$ cat src/rtl/srl_pkg.sv
package srl_pkg;
  typedef enum logic [1:0] {
    ACT_REAL     = 2'd0,
    ACT_PROT     = 2'd1,
    ACT_SEL_ONLY = 2'd2
  } srl_act_e;
endpackage

$ cat src/rtl/srl_path_sel.sv
module srl_path_sel
  import srl_pkg::*;
(
  input  logic     from_mem,
  input  logic     dec_real,
  input  logic     pe_live,
  output srl_act_e act
);
  always_comb begin
    if (from_mem) begin
      // shared path: mode decided at execution time
      act = pe_live ? ACT_PROT : ACT_REAL;
    end else if (dec_real) begin
      // real-mode register entry: PE set late only reaches the selector
      act = pe_live ? ACT_SEL_ONLY : ACT_REAL;
    end else begin
      act = ACT_PROT;
    end
  end
endmodule

$ cat src/rtl/srl_update.sv
module srl_update
  import srl_pkg::*;
#(
  parameter int SEL_W  = 16,
  parameter int BASE_W = 32,
  parameter int LIM_W  = 32,
  parameter int ATTR_W = 8
) (
  input  srl_act_e           act,
  input  logic [SEL_W-1:0]   ld_sel,
  input  logic [BASE_W-1:0]  desc_base,
  input  logic [LIM_W-1:0]   desc_limit,
  input  logic [ATTR_W-1:0]  desc_attr,
  input  logic [BASE_W-1:0]  old_base,
  input  logic [LIM_W-1:0]   old_limit,
  input  logic [ATTR_W-1:0]  old_attr,
  output logic [SEL_W-1:0]   nw_sel,
  output logic [BASE_W-1:0]  nw_base,
  output logic [LIM_W-1:0]   nw_limit,
  output logic [ATTR_W-1:0]  nw_attr
);
  localparam int SHIFT_W = SEL_W + 4;

  logic [SHIFT_W-1:0] para_base;
  assign para_base = {ld_sel, 4'h0};

  always_comb begin
    nw_sel   = ld_sel;
    nw_base  = old_base;
    nw_limit = old_limit;
    nw_attr  = old_attr;
    unique case (act)
      ACT_REAL: nw_base = BASE_W'(para_base);
      ACT_PROT: begin
        nw_base  = desc_base;
        nw_limit = desc_limit;
        nw_attr  = desc_attr;
      end
      default: ;
    endcase
  end
endmodule

$ cat src/rtl/srl_seg_entry.sv
module srl_seg_entry #(
  parameter int SEL_W  = 16,
  parameter int BASE_W = 32,
  parameter int LIM_W  = 32,
  parameter int ATTR_W = 8
) (
  input  logic               clk,
  input  logic               rst,
  input  logic               wr_en,
  input  logic [SEL_W-1:0]   wr_sel,
  input  logic [BASE_W-1:0]  wr_base,
  input  logic [LIM_W-1:0]   wr_limit,
  input  logic [ATTR_W-1:0]  wr_attr,
  output logic [SEL_W-1:0]   q_sel,
  output logic [BASE_W-1:0]  q_base,
  output logic [LIM_W-1:0]   q_limit,
  output logic [ATTR_W-1:0]  q_attr
);
  localparam logic [LIM_W-1:0] LIM_RST = LIM_W'(32'h0000_FFFF);

  always_ff @(posedge clk) begin
    if (rst) begin
      q_sel   <= '0;
      q_base  <= '0;
      q_limit <= LIM_RST;
      q_attr  <= '0;
    end else if (wr_en) begin
      q_sel   <= wr_sel;
      q_base  <= wr_base;
      q_limit <= wr_limit;
      q_attr  <= wr_attr;
    end
  end

  // an entry that is not written keeps its contents
  a_r11_idle_entry_stable: assert property (@(posedge clk) disable iff (rst)
    !wr_en |=> ($stable(q_sel) && $stable(q_base) && $stable(q_limit) && $stable(q_attr)));
endmodule

$ cat src/rtl/seg_load_unit.sv
module seg_load_unit
  import srl_pkg::*;
#(
  parameter int NSEG   = 4,
  parameter int SEL_W  = 16,
  parameter int BASE_W = 32,
  parameter int LIM_W  = 32,
  parameter int ATTR_W = 8,
  localparam int IDX_W = (NSEG > 1) ? $clog2(NSEG) : 1
) (
  input  logic               clk,
  input  logic               rst,
  input  logic               ld_valid,
  input  logic [IDX_W-1:0]   ld_seg,
  input  logic               ld_from_mem,
  input  logic               ld_dec_real,
  input  logic               pe_live,
  input  logic [SEL_W-1:0]   ld_sel,
  input  logic [BASE_W-1:0]  desc_base,
  input  logic [LIM_W-1:0]   desc_limit,
  input  logic [ATTR_W-1:0]  desc_attr,
  output logic               done,
  output logic [IDX_W-1:0]   out_seg,
  output logic [SEL_W-1:0]   out_sel,
  output logic [BASE_W-1:0]  out_base,
  output logic [LIM_W-1:0]   out_limit,
  output logic [ATTR_W-1:0]  out_attr
);
  localparam logic [LIM_W-1:0] LIM_RST = LIM_W'(32'h0000_FFFF);

  srl_act_e act;

  logic [SEL_W-1:0]  q_sel   [NSEG];
  logic [BASE_W-1:0] q_base  [NSEG];
  logic [LIM_W-1:0]  q_limit [NSEG];
  logic [ATTR_W-1:0] q_attr  [NSEG];

  logic [BASE_W-1:0] old_base;
  logic [LIM_W-1:0]  old_limit;
  logic [ATTR_W-1:0] old_attr;

  logic [SEL_W-1:0]  nw_sel;
  logic [BASE_W-1:0] nw_base;
  logic [LIM_W-1:0]  nw_limit;
  logic [ATTR_W-1:0] nw_attr;

  srl_path_sel u_path (
    .from_mem (ld_from_mem),
    .dec_real (ld_dec_real),
    .pe_live  (pe_live),
    .act      (act)
  );

  assign old_base  = q_base[ld_seg];
  assign old_limit = q_limit[ld_seg];
  assign old_attr  = q_attr[ld_seg];

  srl_update #(
    .SEL_W(SEL_W), .BASE_W(BASE_W), .LIM_W(LIM_W), .ATTR_W(ATTR_W)
  ) u_upd (
    .act        (act),
    .ld_sel     (ld_sel),
    .desc_base  (desc_base),
    .desc_limit (desc_limit),
    .desc_attr  (desc_attr),
    .old_base   (old_base),
    .old_limit  (old_limit),
    .old_attr   (old_attr),
    .nw_sel     (nw_sel),
    .nw_base    (nw_base),
    .nw_limit   (nw_limit),
    .nw_attr    (nw_attr)
  );

  for (genvar g = 0; g < NSEG; g++) begin : g_seg
    srl_seg_entry #(
      .SEL_W(SEL_W), .BASE_W(BASE_W), .LIM_W(LIM_W), .ATTR_W(ATTR_W)
    ) u_ent (
      .clk      (clk),
      .rst      (rst),
      .wr_en    (ld_valid && (ld_seg == IDX_W'(g))),
      .wr_sel   (nw_sel),
      .wr_base  (nw_base),
      .wr_limit (nw_limit),
      .wr_attr  (nw_attr),
      .q_sel    (q_sel[g]),
      .q_base   (q_base[g]),
      .q_limit  (q_limit[g]),
      .q_attr   (q_attr[g])
    );
  end

  always_ff @(posedge clk) begin
    if (rst) begin
      done      <= 1'b0;
      out_seg   <= '0;
      out_sel   <= '0;
      out_base  <= '0;
      out_limit <= LIM_RST;
      out_attr  <= '0;
    end else begin
      done <= ld_valid;
      if (ld_valid) begin
        out_seg   <= ld_seg;
        out_sel   <= nw_sel;
        out_base  <= nw_base;
        out_limit <= nw_limit;
        out_attr  <= nw_attr;
      end
    end
  end

  // done follows each request by one cycle
  a_r2_done_follows: assert property (@(posedge clk) disable iff (rst)
    ld_valid |=> (done && out_seg == $past(ld_seg)));
  a_r2_done_idle: assert property (@(posedge clk) disable iff (rst)
    !ld_valid |=> !done);
  // real path forms the base from the selector
  a_r3_real_base: assert property (@(posedge clk) disable iff (rst)
    (ld_valid && act == ACT_REAL) |=>
      (out_base[3:0] == 4'h0 && out_base[SEL_W+3:4] == $past(ld_sel)));
  // real path keeps limit and attributes
  a_r4_real_keeps_limit: assert property (@(posedge clk) disable iff (rst)
    (ld_valid && act == ACT_REAL) |=>
      (out_limit == $past(old_limit) && out_attr == $past(old_attr)));
  // memory source with PE clear takes the real path
  a_r7_mem_pe_clear_real: assert property (@(posedge clk) disable iff (rst)
    (ld_valid && ld_from_mem && !pe_live) |-> act == ACT_REAL);
  // protected path copies the descriptor
  a_r6_prot_copies_desc: assert property (@(posedge clk) disable iff (rst)
    (ld_valid && act == ACT_PROT) |=>
      (out_base == $past(desc_base) && out_limit == $past(desc_limit) &&
       out_attr == $past(desc_attr)));
  // late PE on a real-decoded register load touches only the selector
  a_r9_sel_only: assert property (@(posedge clk) disable iff (rst)
    (ld_valid && !ld_from_mem && ld_dec_real && pe_live) |=>
      (out_sel == $past(ld_sel) && out_base == $past(old_base) &&
       out_limit == $past(old_limit) && out_attr == $past(old_attr)));
endmodule

$ cat config.mk
export PLATFORM = sky130hd
export DESIGN_NAME = seg_load_unit
export DESIGN_NICKNAME = d
export VERILOG_FILES = /design/src/rtl/srl_pkg.sv /design/src/rtl/srl_path_sel.sv /design/src/rtl/srl_update.sv /design/src/rtl/srl_seg_entry.sv /design/src/rtl/seg_load_unit.sv
export SDC_FILE = /design/constraint.sdc
export NUM_CORES = 1
export LEC_CHECK = 0
export CAP_MARGIN = 10
export CORE_ASPECT_RATIO = 1.1
export CORE_MARGIN = 5
export CORE_UTILIZATION = 55
export CTS_BUF_LIST = sky130_fd_sc_hd__clkbuf_16
export DETAILED_ROUTE_END_ITERATION = 8
export PLACE_DENSITY = 0.79
export SYNTH_ARGS = -nofsm -noshare
export SYNTH_HDL_FRONTEND = slang
export SYNTH_SLANG_ARGS = --single-unit
$ cat constraint.sdc
create_clock -name clk -period 2.6 [get_ports clk]
set_input_delay 0.78 -clock clk [delete_from_list [all_inputs] [get_ports clk]]
set_output_delay 0.78 -clock clk [all_outputs]
set_load 0.05 [all_outputs]
Word-level counts from Yosys, hierarchy flattened
Cells that the tools add are included.
{"block": "totals", "rom_bits": 0, "out_inout_bits": 91, "memories": 0, "latch_bits": 0, "inputBits": 96, "elab_cells": 46, "register_bits": 379, "ramBits": 0}
{"block": "classes", "eq_ne": 4, "div": 0, "muxes": 16, "reduce_logical": 6, "n_bitwise": 1, "multipliers": 0, "order_cmp": 1, "add_sub_neg": 0, "n_shift": 0}
{"cell": "$mux 32", "n": 5}
{"cell": "$bmux 32 s2", "n": 2}
{"cell": "$pmux 32 s2", "n": 1}
{"cell": "$mux 8", "n": 3}
{"cell": "$bmux 8 s2", "n": 1}
{"cell": "$mux 2", "n": 3}
{"cell": "$eq 2x1->1 const B", "n": 2}
{"cell": "$eq 2x2->1 const B", "n": 2}
{"cell": "$logic_and 1x1->1", "n": 4}
{"cell": "$logic_not 2->1", "n": 2}
{"cell": "$ge 3x3->1 const B", "n": 1}
{"cell": "$not 2->3", "n": 1}
{"cell": "$mux 1", "n": 1}

Logic depth before layout (Yosys ltp)
Gate-level depths: netlist (run 1).
{"block": "depth", "ltp_word": 5, "depth_mapped": 8, "mapped_depth_nobuf": 4}

Cells and area by module
Synthesis (run 1) repeated with hierarchy kept, for this count alone.
{"block": "hier_totals", "hier_cells": 1670, "hier_area_um2": 19261.0}
{"mod": "srl_seg_entry", "area_per_inst_um2": 3260.6, "cells_each": 286, "instances": 4, "seq_area_each_um2": 1761.7}
{"mod": "seg_load_unit", "area_per_inst_um2": 4984.8, "cells_each": 388, "instances": 1, "seq_area_each_um2": 1821.7}
{"mod": "srl_update", "area_per_inst_um2": 1217.4, "cells_each": 134, "instances": 1, "seq_area_each_um2": 0.0}
{"mod": "srl_path_sel", "area_per_inst_um2": 16.3, "cells_each": 4, "instances": 1, "seq_area_each_um2": 0.0}

Worst setup path after synthesis (run 1)
Ideal clock, no wire load.
{"block": "synth_timing", "kind": "input to register", "start": "in ld_seg[0]", "end": "reg out_base[20]", "required_time_ps": 2472, "path_stages": 6, "t_arrival_ps": 2011, "path_buffers": 2, "slack_ps": 462, "setup_ps": 128, "path_cell_list": "buf_6 > buf_6 > mux4_2 > a32o_1 > mux2i_1 > nor2_1"}
{"block": "synth_via", "elab_chain_cells": 5}
{"element": "start: declaration", "line_no": "seg_load_unit.sv:14", "rtl": "input logic [IDX_W-1:0] ld_seg,"}
{"element": "$not 2->3 (implied by the code)", "line_no": "seg_load_unit.sv:54", "rtl": "assign old_base = q_base[ld_seg];"}
{"element": "$bmux 32 s2", "line_no": "seg_load_unit.sv:54"}
{"element": "$mux 32 (implied by the code) (2 in a row)", "line_no": "seg_load_unit.sv:54"}
{"element": "$pmux 32 s2", "line_no": "srl_update.sv:32", "rtl": "unique case (act)"}
{"element": "end signal: assignment", "line_no": "seg_load_unit.sv:106", "rtl": "out_base <= nw_base;"}
{"element": "end: declaration", "line_no": "seg_load_unit.sv:25", "rtl": "output logic [BASE_W-1:0] out_base,"}
No other way between the ends. The select of a mux whose other input is x is not followed.
A chain may end at the register's enable or synchronous reset.

Final worst setup path (run 1)
{"block": "layout_timing", "start": "reg out_attr[3]", "end": "out out_attr[3]"}
{"element": "start: declaration", "line_no": "seg_load_unit.sv:27", "rtl": "output logic [ATTR_W-1:0] out_attr"}
{"element": "start signal: assignment", "line_no": "seg_load_unit.sv:108", "rtl": "out_attr <= nw_attr;"}
No word-level cell between the ends.

==> results of run 1 <==
[through the flow]
stage / hold slack, ps / cells / setup TNS [ps] / worst slack (ps) / utilization, %
global route: 496 / 2121 / 0 / 19.4 / 68.1
detailed placement: 469 / 2054 / -310 / -46.0 / 64.0
global placement: 466 / 2054 / 0 / 2.09 / 64.0
floorplan: 454 / 1578 / 0 / 462 / -
CTS: 480 / 2119 / 0 / 32.8 / 68.1
finish: 480 / 2121 / 0 / 44.0 / 68.1
[cell families (layout without fill, tap and decap cells)]
group                  after synthesis  count (layout)  synth area share [%]
AOI/OAI and AO/OA                  334             334                  15.9
buffers and inverters              153             326                  4.76
DFF                                379             379                  48.0
muxes                              144             144                  14.3
other                                0               2                     0
and+or+nand+nor                    568             568                  17.1
[path summary, 6_finish.rpt]
path                                           from                                      to  slack (ps)
min reg2reg  g_seg[0].u_ent.q_base[15]$_SDFFE_PP0P_  g_seg[0].u_ent.q_base[15]$_SDFFE_PP0P_         480
min          g_seg[0].u_ent.q_base[15]$_SDFFE_PP0P_  g_seg[0].u_ent.q_base[15]$_SDFFE_PP0P_         480
max reg2reg  g_seg[0].u_ent.q_base[28]$_SDFFE_PP0P_  g_seg[0].u_ent.q_base[28]$_SDFFE_PP0P_        1130
max                        out_attr[3]$_SDFFE_PP0P_                             out_attr[3]          40
[power by group through the flow]
stage          combinational, mW  sequential (mW)  clock [mW]
5_1_grt                     2.23             6.30        5.52
6_report                    2.10             6.27        5.21
3_3_place_gp                2.04             6.38           0
2_1_floorplan               1.05             6.67           0
3_5_place_dp                2.08             6.39           0
4_1_cts                     2.10             6.27        5.27
[cells in the final DEF, fill, tap and decap left out, types with 2 or more instances in the layout]
| master | count |
|---|---|
| a211oi_1 | 85 |
| a211oi_2 | 31 |
| a21oi_1 | 3 |
| a22oi_1 | 13 |
| a22oi_2 | 3 |
| a31oi_1 | 80 |
| a32o_1 | 16 |
| buf_12 | 23 |
| buf_4 | 52 |
| bufinv_16 | 2 |
| clkbuf_16 | 41 |
| clkdlybuf4s50_1 | 182 |
| clkinv_1 | 7 |
| clkinv_2 | 5 |
| dfxtp_1 | 379 |
| diode_2 | 2 |
| inv_1 | 12 |
| mux2i_1 | 78 |
| mux2i_4 | 10 |
| mux4_2 | 55 |
| nand2_1 | 35 |
| nand2b_1 | 22 |
| nand3_1 | 2 |
| nand3b_1 | 68 |
| nor2_1 | 279 |
| nor2_2 | 2 |
| nor2_4 | 3 |
| nor3_1 | 144 |
| o21ai_0 | 20 |
| o21ai_1 | 45 |
| o221ai_1 | 5 |
| o221ai_2 | 11 |
| o22ai_1 | 16 |
| o31ai_1 | 3 |
| or2_1 | 2 |
| or3_1 | 2 |
[flip-flops by register name (all words and copies together) (netlist names)]
register,cells
out_seg,2
out_limit,32
g_seg.u_ent.q_base,128
g_seg.u_ent.q_attr,32
out_sel,16
done,1
out_attr,8
g_seg.u_ent.q_limit,128
out_base,32
[area by class of cell]
| type | instances | share of cell area [%] |
|---|---|---|
| Clock buffer | 41 | 5.28 |
| Clock inverter | 24 | 0.766 |
| Sequential cell | 379 | 39.0 |
| Inverter | 2 | 0.0386 |
| Antenna cell | 2 | 0.0257 |
| Timing Repair Buffer | 259 | 13.9 |
| Tap cell | 368 | 2.37 |
| Multi-Input combinational cell | 1046 | 38.6 |
[routing by layer]
metal | GRT usage, % | part of all wire, %
met5 | 0 | 0.030
met4 | 7.53 | 2.2
met3 | 4.28 | 7.5
met2 | 44.2 | 49
met1 | 34.6 | 41
==> flow_summary.toml, run 1 <==
[synthesis]
synth.avg_cell_area_um2 = 10.0
ys_top_cells_by_count = "379 x dfxtp_1, 279 x nor2_1, 144 x nor3_1"
synth-edff-count = 0
yosys_most_used_dff = "dfxtp_1"
ys_types = 47
synth-seq-cells = 379
syn_area_mm2 = 0.0158
yosys.area.top_type = "dfxtp_1"
yosys.cell_count.top_type = "dfxtp_1"
synth_area_leaders = "dfxtp_1 48%, mux4_2 7.8%, nor2_1 6.6%"
synth_warnings = 0
netlist_instances = 1578
synthesis.nets = 1674
synthArstFlopShare_pct = 0
synth_top_area_share_pct = 48.0
yosysSeqAreaShare_pct = 48.0

[critical_path]
cp.depth = 1
crit_type = "reg -> out"
cp_top_family = "buffers and inverters"
required_ps = 1820
cp-end-kind = "output pin"
start_kind = "register"
critPathMaxStageDelay_ps = 890
worstPathArrival_ps = 1780
crit_slowest_cell = "clkdlybuf4s50_1"
path_cells = "clkdlybuf4s50_1"
cp.buffers_inverters = 1
path_max_fanout = 2
r2r_cells = 4

[job]
maxCapViolCount = 0

[global_routing]
antenna_found_initial = 3
grt_max_degree = 131
grt_usage_pct = 26.2
gr-total-overflow = 0
grt_pass1_wl_mm = 69.2
grt_pass1_vias = 13144

[cts]
clkLatencyLatePin_ps = 510
cts.sinks = 379
cts_tree = "done"
cts_hold_buf = 0
htree_levels = 2
clock_path_buffers = 3
post_cts_buffers = 0
numCtsBuffers = 39
cts.repair.resized = 0
cts.clk_slew.worst_paths_ps = 60
cts_root_buffer = "clkbuf_16"

[run_status]
outcome = "finished clean"

[timing]
max_freq_ghz = 0.391
max_slew_margin_pct = 46.6
finalCriticalPeriod_ps = 2560
rsz0062_at_grt = "false"
fin_crit_sh_pct = 98.3
finalSetupViolations = 0
worst_pin_slew_ps = 801
hold_violations = 0
maxSlewViolCount = 0
finClkSkew_ps = 6.68

[layout]
area_delta_synth_final_pct = 23.0
seq_area_mm2 = 0.00759
multiInputGateArea_mm2 = 0.00751
stdcell_area_mm2 = 0.0194
finish.net_count = 1823
drive_gt1_share_pct = 14.1
nFillCells = 2133

[floorplan]
core_mm2 = 0.0285
die_h_um = 188
pin_count = 187
rows = 65
fp.dieArea_mm2 = 0.0322
start_util_pct = 55.4
die_w_um = 172

[place]
gp_congestion = 0.812
port_buffers = 186
dpl.hpwl_mm = 26.7
place_area_mm2 = 0.0183

[pwr]
switching_share_pct = 26.5
clockPowerShare_pct = 38.3
share_comb_of_total_power_pct = 15.5
p_int_mw = 9.98
max-vdd-ir-drop_mv = 0.551
p_sw_mw = 3.60
p_seq_share_pct = 46.2
power_per_cell_area_mw_per_mm2 = 698
p_leak_nw = 6.98
total_power_mw = 13.6

[min_path]
holdPathStages = 2
hold_path.class = "reg -> reg"

[detailed_routing]
ant_nets = 0
post-route-drc-count = 0
drtIter0Drc = 1159
avgRoutedWirePerCell_um = 20.4
dr.pass1.iters = 6
routed_wl_mm = 43.3
via_per_inst = 6.11
vias = 12955
Note: power is estimated with default switching activity, not from simulation.
==> inputs of run 2 (changes only) <==
==> constraint.sdc (replaced) <==
create_clock -name clk -period 2.6 [get_ports clk]
set_input_delay 0.52 -clock clk [delete_from_list [all_inputs] [get_ports clk]]
set_output_delay 0.52 -clock clk [all_outputs]
set_load 0.05 [all_outputs]
==> run 2 against run 1 <==
Net effect: via count about the same; global-route usage down 0.27 points; non-clock buffer count down 22; flip-flop and latch count unchanged; hold slack worse by 210 ps; combinational power down 3%.
==> flow_summary.toml, run 2 (synthesis gave the netlist of run 1 again) <==
[cts]
clock_path_buffers = 3
cts_tree = "done"
cts.repair.resized = 0
cts.clk_slew.worst_paths_ps = 60
htree_levels = 2
cts_hold_buf = 0
post_cts_buffers = 0
clkLatencyLatePin_ps = 520
cts.sinks = 379
numCtsBuffers = 39
cts_root_buffer = "clkbuf_16"

[pwr]
p_sw_mw = 3.64
clockPowerShare_pct = 38.4
max-vdd-ir-drop_mv = 0.608
p_seq_share_pct = 46.5
p_int_mw = 9.84
share_comb_of_total_power_pct = 15.0
switching_share_pct = 27.0
power_per_cell_area_mw_per_mm2 = 705
total_power_mw = 13.5
p_leak_nw = 6.81

[critical_path]
start_kind = "register"
path_max_fanout = 2
cp.buffers_inverters = 1
critPathMaxStageDelay_ps = 840
crit_type = "reg -> out"
crit_slowest_cell = "clkdlybuf4s50_1"
cp-end-kind = "output pin"
path_cells = "clkdlybuf4s50_1"
worstPathArrival_ps = 1770
cp_top_family = "buffers and inverters"
required_ps = 2080

[place]
pre_cts_ws_ps = 83.8
port_buffers = 186
dpl.hpwl_mm = 26.0
gp_congestion = 0.797

[floorplan]
pin_count = 187
die_w_um = 172
start_util_pct = 55.4
fp.dieArea_mm2 = 0.0322
core_mm2 = 0.0285
rows = 65
die_h_um = 188

[job]
maxCapViolCount = 0

[detailed_routing]
drtIter0Drc = 1182
dr.pass1.iters = 5
routed_wl_mm = 42.8
vias = 12962
via_per_inst = 6.16
ant_nets = 0
avgRoutedWirePerCell_um = 20.3
post-route-drc-count = 0

[timing]
finalCriticalPeriod_ps = 2290
max_slew_margin_pct = 44.6
fin_crit_sh_pct = 88.2
worst_pin_slew_ps = 830
hold_violations = 0
finClkSkew_ps = 7.31
maxSlewViolCount = 0
rsz0062_at_grt = "false"
max_freq_ghz = 0.436
fin_tns_setup_ps = 0
setup_ws_ps = 308
finalSetupViolations = 0

[global_routing]
gr-total-overflow = 0
grt_pass1_vias = 12862
grt_usage_pct = 25.9
grt_pass1_wl_mm = 68.8
antenna_found_initial = 3
grt_max_degree = 153

[layout]
largestRegisters = "g_seg.u_ent.q_base: 128 flops, g_seg.u_ent.q_limit: 128 flops"
final_common_cell = "dfxtp_1"
drive_gt1_share_pct = 13.2
layout_common_cells = "379 x dfxtp_1, 279 x nor2_1, 182 x clkdlybuf4s50_1"
finish.net_count = 1801
area_delta_synth_final_pct = 20.9

[min_path]
hold_path.class = "in -> reg"

[run_status]
outcome = "finished clean"
-- run 2: cell types whose count changed in the layout (fill, tap and decap cells not counted) --
| cell | previous run | this run |
|---|---|---|
| inv_1 | 12 | 8 |
| buf_4 | 52 | 43 |
| clkinv_1 | 7 | 12 |
| bufinv_16 | 2 | 1 |
| clkinv_2 | 5 | 10 |
| buf_12 | 23 | 10 |
-- run 2: layout make-up --
cell class                 count  area (um2)
inverter                       2        7.51
clock inverter                29         148
antenna                        2        5.00
tap                          368         460
sequential                   379        7590
clock buffer                  41        1030
multi-input combinational   1046        7510
fill                        2136        9430
timing repair buffer         237        2370
-- run 2: path summary, 6_finish.rpt --
| kind | slack (ps) | end | cells after the start | start |
|---|---|---|---|---|
| setup / recovery | 310 | out_base[7] | 1 | out_base[7]$_SDFFE_PP0P_ |
| hold / removal | 270 | out_limit[17]$_SDFFE_PP0P_ | 2 | ld_valid |
| setup reg to reg | 1130 | out_attr[1]$_SDFFE_PP0P_ | 3 | g_seg[3].u_ent.q_attr[1]$_SDFFE_PP0P_ |
| hold reg to reg | 480 | g_seg[3].u_ent.q_base[14]$_SDFFE_PP0P_ | 2 | g_seg[3].u_ent.q_base[14]$_SDFFE_PP0P_ |
-- run 2: power by group through the flow --
stage	registers (mW)	clock network [mW]	logic [mW]
finish	6.27	5.18	2.03
global route	6.30	5.50	2.16
CTS	6.27	5.25	2.02
global placement	6.38	0	1.97
floorplan	6.67	0	1.05
detailed placement	6.39	0	2.01
-- run 2: metal layers --
layer	global-route usage, %	up-vias	share of wire, %
met3	4.15	72	7.5
met1	35.7	6290	43
li1	-	6051	-
met4	8.32	2	2.4
met2	41.8	547	47
met5	0	-	0.030
-- run 2: metrics by stage --
stage	instances	hold slack, ps	instance area [um2]	util [%]
2_1_floorplan	1578	454	15800	-
3_3_place_gp	2032	462	17900	62.8
3_5_place_dp	2032	469	17900	62.8
4_1_cts	2102	254	19100	66.9
5_1_grt	2104	271	19100	67.0
6_report	2104	272	19100	67.0
